### config.mk
export PLATFORM = sky130hd
export DESIGN_NAME = scl_rate_gen
export DESIGN_NICKNAME = d
export VERILOG_FILES = /design/src/rtl/srg_pkg.sv /design/src/rtl/srg_reload_sel.sv /design/src/rtl/srg_prescale.sv /design/src/rtl/srg_down_counter.sv /design/src/rtl/srg_phase_ctrl.sv /design/src/rtl/scl_rate_gen.sv
export SDC_FILE = /design/constraint.sdc
export NUM_CORES = 1
export LEC_CHECK = 0
export BUFFER_PORTS_ARGS = -buffer_cell sky130_fd_sc_hd__buf_2
export CAP_MARGIN = 40
export CORE_MARGIN = 10
export CORE_UTILIZATION = 30
export DETAILED_ROUTE_END_ITERATION = 10
export PLACE_DENSITY_LB_ADDON = 0.3
export SYNTH_ARGS = -nofsm -noshare
export SYNTH_HDL_FRONTEND = slang
export SYNTH_SLANG_ARGS = --single-unit
### constraint.sdc
create_clock -name clk -period 2.3 [get_ports clk]
set_input_delay 0.115 -clock clk [delete_from_list [all_inputs] [get_ports clk]]
set_output_delay 0.115 -clock clk [all_outputs]
set_load 0.005 [all_outputs]
### src/rtl/srg_pkg.sv
// Package: shared types for the SCL rate generator.
// Assumes: nothing beyond IEEE 1800-2017.
package srg_pkg;

    // Phase of the generated clock
    typedef enum logic [1:0] {
        PH_IDLE = 2'd0,   // disabled, SCL released, counter held
        PH_LOW  = 2'd1,   // driving SCL low, counting
        PH_WAIT = 2'd2,   // released, waiting to read SCL high
        PH_HIGH = 2'd3    // released and high, counting
    } srg_phase_e;

endpackage

### src/rtl/srg_reload_sel.sv
// Module: reload value selection.
// Masks the raw register down to its narrow width unless wide mode is set,
// then raises values below MIN_RELOAD to MIN_RELOAD and flags that case.
// Assumes: NARROW_W <= CNT_W and MIN_RELOAD fits in CNT_W bits.
module srg_reload_sel #(
    parameter int CNT_W      = 8,
    parameter int NARROW_W   = 7,
    parameter int MIN_RELOAD = 3
) (
    input  logic [CNT_W-1:0] raw_val,
    input  logic             wide_mode,
    output logic [CNT_W-1:0] eff_val,
    output logic             clamped
);
    localparam logic [CNT_W-1:0] FLOOR = CNT_W'(MIN_RELOAD);

    logic [CNT_W-1:0] masked;

    generate
        if (NARROW_W >= CNT_W) begin : g_no_mask
            // Narrow width covers the whole register: nothing to strip
            assign masked = raw_val;
        end else begin : g_mask
            localparam logic [CNT_W-1:0] NARROW_MASK =
                {{(CNT_W-NARROW_W){1'b0}}, {NARROW_W{1'b1}}};
            // Strip the upper bits in narrow mode
            assign masked = wide_mode ? raw_val : (raw_val & NARROW_MASK);
        end
    endgenerate

    // Raise too-small values to the floor
    always_comb begin
        clamped = (masked < FLOOR);
        eff_val = clamped ? FLOOR : masked;
    end

endmodule

### src/rtl/srg_prescale.sv
// Module: half-rate count enable.
// Produces a count enable every second cycle. A restart forces the phase of
// the enable so that every half period starts with a known alignment.
// Assumes: restart has priority over free running.
module srg_prescale (
    input  logic clk,
    input  logic rst_n,
    input  logic restart,
    input  logic restart_val,
    output logic cnt_en
);
    logic phase_q;

    // Toggle every cycle, or jump to the requested phase on restart
    always_ff @(posedge clk) begin
        if (!rst_n)       phase_q <= 1'b0;
        else if (restart) phase_q <= restart_val;
        else              phase_q <= ~phase_q;
    end

    assign cnt_en = phase_q;

endmodule

### src/rtl/srg_down_counter.sv
// Module: loadable down-counter.
// Loads a value on request, otherwise decrements on the count enable and
// stops at zero.
// Assumes: load has priority over decrement.
module srg_down_counter #(
    parameter int CNT_W = 8
) (
    input  logic             clk,
    input  logic             rst_n,
    input  logic             load,
    input  logic [CNT_W-1:0] load_val,
    input  logic             dec,
    output logic             is_zero
);
    logic [CNT_W-1:0] cnt_q;

    // Load, or count down to zero and stop there
    always_ff @(posedge clk) begin
        if (!rst_n)                       cnt_q <= '0;
        else if (load)                    cnt_q <= load_val;
        else if (dec && (cnt_q != '0))    cnt_q <= cnt_q - 1'b1;
    end

    assign is_zero = (cnt_q == '0);

endmodule

### src/rtl/srg_phase_ctrl.sv
// Module: phase sequencer.
// Steps IDLE -> LOW -> WAIT -> HIGH -> LOW ... and decides when the counter
// reloads and when the prescaler restarts. HIGH starts with the count enable
// already asserted, so that the cycle spent reading SCL high in WAIT counts
// toward the high half.
// Assumes: scl_in is already synchronised to clk.
module srg_phase_ctrl
    import srg_pkg::*;
(
    input  logic clk,
    input  logic rst_n,
    input  logic enable,
    input  logic scl_in,
    input  logic cnt_en,
    input  logic cnt_zero,
    output logic ld_cnt,
    output logic pre_restart,
    output logic pre_val,
    output logic tick,
    output logic drive_low
);
    srg_phase_e state_q, state_d;

    logic phase_done;

    // A counting phase ends when the enable hits a zero count
    assign phase_done = enable && cnt_en && cnt_zero &&
                        ((state_q == PH_LOW) || (state_q == PH_HIGH));

    // Next state, counter reload and prescaler restart
    always_comb begin
        state_d     = state_q;
        ld_cnt      = 1'b0;
        pre_restart = 1'b0;
        pre_val     = 1'b0;
        if (!enable) begin
            state_d     = PH_IDLE;
            ld_cnt      = 1'b1;
            pre_restart = 1'b1;
        end else begin
            unique case (state_q)
                PH_IDLE: begin
                    state_d     = PH_LOW;
                    ld_cnt      = 1'b1;
                    pre_restart = 1'b1;
                end
                PH_LOW: begin
                    if (phase_done) state_d = PH_WAIT;
                end
                PH_WAIT: begin
                    if (scl_in) begin
                        state_d     = PH_HIGH;
                        ld_cnt      = 1'b1;
                        pre_restart = 1'b1;
                        pre_val     = 1'b1;
                    end
                end
                PH_HIGH: begin
                    if (phase_done) begin
                        state_d     = PH_LOW;
                        ld_cnt      = 1'b1;
                        pre_restart = 1'b1;
                    end
                end
                default: state_d = PH_IDLE;
            endcase
        end
    end

    // Phase register
    always_ff @(posedge clk) begin
        if (!rst_n) state_q <= PH_IDLE;
        else        state_q <= state_d;
    end

    assign tick      = phase_done;
    assign drive_low = (state_q == PH_LOW);

endmodule

### src/rtl/scl_rate_gen.sv
// Module: top of the SCL rate generator.
// Joins reload selection, half-rate prescaler, down-counter and phase
// sequencer, and keeps the sticky flag for out-of-range reload values.
// Assumes: scl_in is synchronised; pad logic turns scl_drive_low into an
// open-drain pull-down.
module scl_rate_gen #(
    parameter int CNT_W      = 8,
    parameter int NARROW_W   = 7,
    parameter int MIN_RELOAD = 3
) (
    input  logic             clk,
    input  logic             rst_n,
    input  logic [CNT_W-1:0] reload_val,
    input  logic             wide_mode,
    input  logic             enable,
    input  logic             scl_in,
    output logic             scl_drive_low,
    output logic             phase_tick,
    output logic             bad_reload_flag
);
    logic [CNT_W-1:0] eff_val;
    logic             clamped;
    logic             cnt_en;
    logic             cnt_zero;
    logic             ld_cnt;
    logic             pre_restart;
    logic             pre_val;
    logic             bad_q;

    srg_reload_sel #(
        .CNT_W      (CNT_W),
        .NARROW_W   (NARROW_W),
        .MIN_RELOAD (MIN_RELOAD)
    ) u_sel (
        .raw_val   (reload_val),
        .wide_mode (wide_mode),
        .eff_val   (eff_val),
        .clamped   (clamped)
    );

    srg_prescale u_pre (
        .clk         (clk),
        .rst_n       (rst_n),
        .restart     (pre_restart),
        .restart_val (pre_val),
        .cnt_en      (cnt_en)
    );

    srg_down_counter #(
        .CNT_W (CNT_W)
    ) u_cnt (
        .clk      (clk),
        .rst_n    (rst_n),
        .load     (ld_cnt),
        .load_val (eff_val),
        .dec      (cnt_en),
        .is_zero  (cnt_zero)
    );

    srg_phase_ctrl u_ctrl (
        .clk         (clk),
        .rst_n       (rst_n),
        .enable      (enable),
        .scl_in      (scl_in),
        .cnt_en      (cnt_en),
        .cnt_zero    (cnt_zero),
        .ld_cnt      (ld_cnt),
        .pre_restart (pre_restart),
        .pre_val     (pre_val),
        .tick        (phase_tick),
        .drive_low   (scl_drive_low)
    );

    // Sticky record of any reload that needed raising to the floor
    always_ff @(posedge clk) begin
        if (!rst_n)                 bad_q <= 1'b0;
        else if (ld_cnt && clamped) bad_q <= 1'b1;
    end

    assign bad_reload_flag = bad_q;

endmodule

==> results.ini <==
[status]
status=completed

[global_routing]
busiest_layer=met2
grt_pass1_wl_mm=3.65
use_met3=0.0476
grt_remaining_overflow=0
use_met1=0.100
antenna_found_initial=0
grt_use_total=0.0845
grt_pass1_vias=792
grt_start_max_net_pins=12
gr-usage-met2=0.129

[sta]
setup_slack_ns=0.466
slew_headroom=0.674
worst_pin_slew_ns=0.485
skew_ns=0.00389
rsz0062_at_grt=false
max_freq_mhz=545
setup_viol=0
setup_tns_ns=0
period_minus_slack_ns=1.83
fin_crit_sh=0.798
finalHoldViolCount=0
finalMaxSlewViolations=0

[placement]
place_ws_ns=0.477
gp_congestion=0.864
port_buffers=15
place_inst=136
detailed_place_hpwl_mm=1.68

[power_and_ir_drop]
ir_worst_vdd_v=0.000336
p_total_uw=516
p_per_area_nw_per_um2=538
p_leak_nw=0.377

[detailed_routing]
vias=764
viasPerCell=5.46
ant_nets=0
post_drt_wl_per_cell_um=15.0
drt_iter0_drc=29
drc=0
firstDrtPassIters=4
wirelength_mm=2.10

[yosys]
ys.flop_type=dfxtp_1
synth_edf_count=0
synth_nets=110
netlist.area_leader.share=0.291
synth_warnings=0
synth_top_area_cell=dfxtp_1
async_flop_share=0
synth.yosys.seq_area_share=0.291
ys_seq_elements=12
synth.most_common_cell=a211oi_1
synth.avg_cell_area_um2=8.87
yosys.cell_types.count=35
synth_area_leaders=dfxtp_1, a211oi_1, ha_1, a21oi_1, inv_1
netlist_area_um2=825
synth_commonest_cells=a211oi_1, dfxtp_1, a21oi_1, inv_1, nor2_1
syn_inst=93

[floorplan]
dieArea_um2=5250
coreArea_um2=2540
die_h_um=72.4
rows=18
die_x_um=72.4
initial_core_util=0.324
pin_count=16

[setup_path]
critical_path_class=flip-flop to output pin
required_ns=2.18
worst_setup_path_end_kind=output pin
rrSetupSlack_ns=0.47
cp_max_fo=6
r2r-end=u_cnt.cnt_q[4]
cp-startpoint=u_cnt.cnt_q[0]
reg2regPathDepth=6
cp.arrival_ns=1.72
timing.rr.start=u_cnt.cnt_q[0]
cp-start-kind=flip-flop

[cts]
hold_buffers=0
cts_tree=yes
cts.root.buffer_cell=clkbuf_4
clkLatencyLatePin_ns=0.28
clockBufferDepth=2
h-tree-depth=1
cts_sinks=12
cts.repair.resized=0
post-cts-setup-buffer-count=0
numCtsBuffers=3
clk_pin_slew_ns=0.08

[final_layout]
antenna_cells=0
regArea_um2=240
instances_no_fill=140
drive_above_1_share=0.255
multi_input_area_um2=543
nets=128
fill_cells=265
syn_to_final_growth_pct=16.2

[run]
cap_violations=0

[min_path]
min_path_type=primary input to flip-flop
min_from=rst_n
min_path_cells=2
whs_endpoint=bad_reload_flag

layout by cell type, fill, tap and decap left out, types with 3 or more instances in the layout:
cell	instances
a211oi_1	13
a21oi_1	7
a31oi_1	3
buf_2	15
clkbuf_4	3
dfxtp_1	12
ha_1	4
inv_1	7
nand2_1	4
nand3_1	5
nor2_1	7
power breakdown:
part           switching, mW  internal, mW  total [mW]  leakage [nW]
Clock                 0.0773        0.0964       0.174        0.0210
Sequential            0.0205         0.221       0.242        0.0993
Combinational         0.0537        0.0469       0.101         0.257
through the flow:
step | utilization | hold slack (ns) | instance area, um2
4_1_cts | 0.377 | 0.0858 | 958
2_1_floorplan | - | 0.233 | 825
5_1_grt | 0.377 | 0.0850 | 958
3_3_place_gp | 0.362 | 0.376 | 922
6_report | 0.377 | 0.0846 | 958
3_5_place_dp | 0.362 | 0.381 | 922
flip-flops by register name (all words and copies together), names as in the netlist:
register,count
u_cnt.cnt_q,8
u_ctrl.state_q,2
bad_reload_flag,1
u_pre.cnt_en,1
cells by family after synthesis:
family | count (synthesis) | synth area share
buffers and inverters | 9 | 0.0501
adder cells (fa/ha/maj) | 4 | 0.0607
multiplexers | 3 | 0.0379
flip-flops | 12 | 0.291
AND/OR/NAND/NOR | 28 | 0.206
AO/OA/AOI/OAI | 34 | 0.322
XOR/XNOR | 3 | 0.0319
critical path: stages, from the launching register on:
cell	delay [ns]
dfxtp_1	0.33
inv_1	0.06
ha_1	0.24
and4bb_1	0.38
nand3_1	0.16
nor2_1	0.14
buf_2	0.12
worst max path at each step:
stage / to / slack [ns] / cells past startpoint
2_1_floorplan: u_cnt.cnt_q[4] / 0.57 / 7
3_3_place_gp: u_cnt.cnt_q[4] / 0.55 / 6
3_5_place_dp: u_cnt.cnt_q[1] / 0.48 / 6
4_1_cts: phase_tick / 0.46 / 6
5_1_grt: u_cnt.cnt_q[2] / 0.30 / 6
6_report: phase_tick / 0.47 / 6
cell type report:
class	count	area share
multi-input cells	72	0.567
clock buffers	4	0.0379
repair buffers	15	0.0783
flip-flops and latches	12	0.251
well taps	30	0.0392
inverters	7	0.0274
routing by layer:
metal  part of all wire  wire (um)
met1               0.47        992
met3               0.10        212
met5                  0          0
met4             0.0090         19
met2               0.42        879
(Power assumes the default switching activity.)
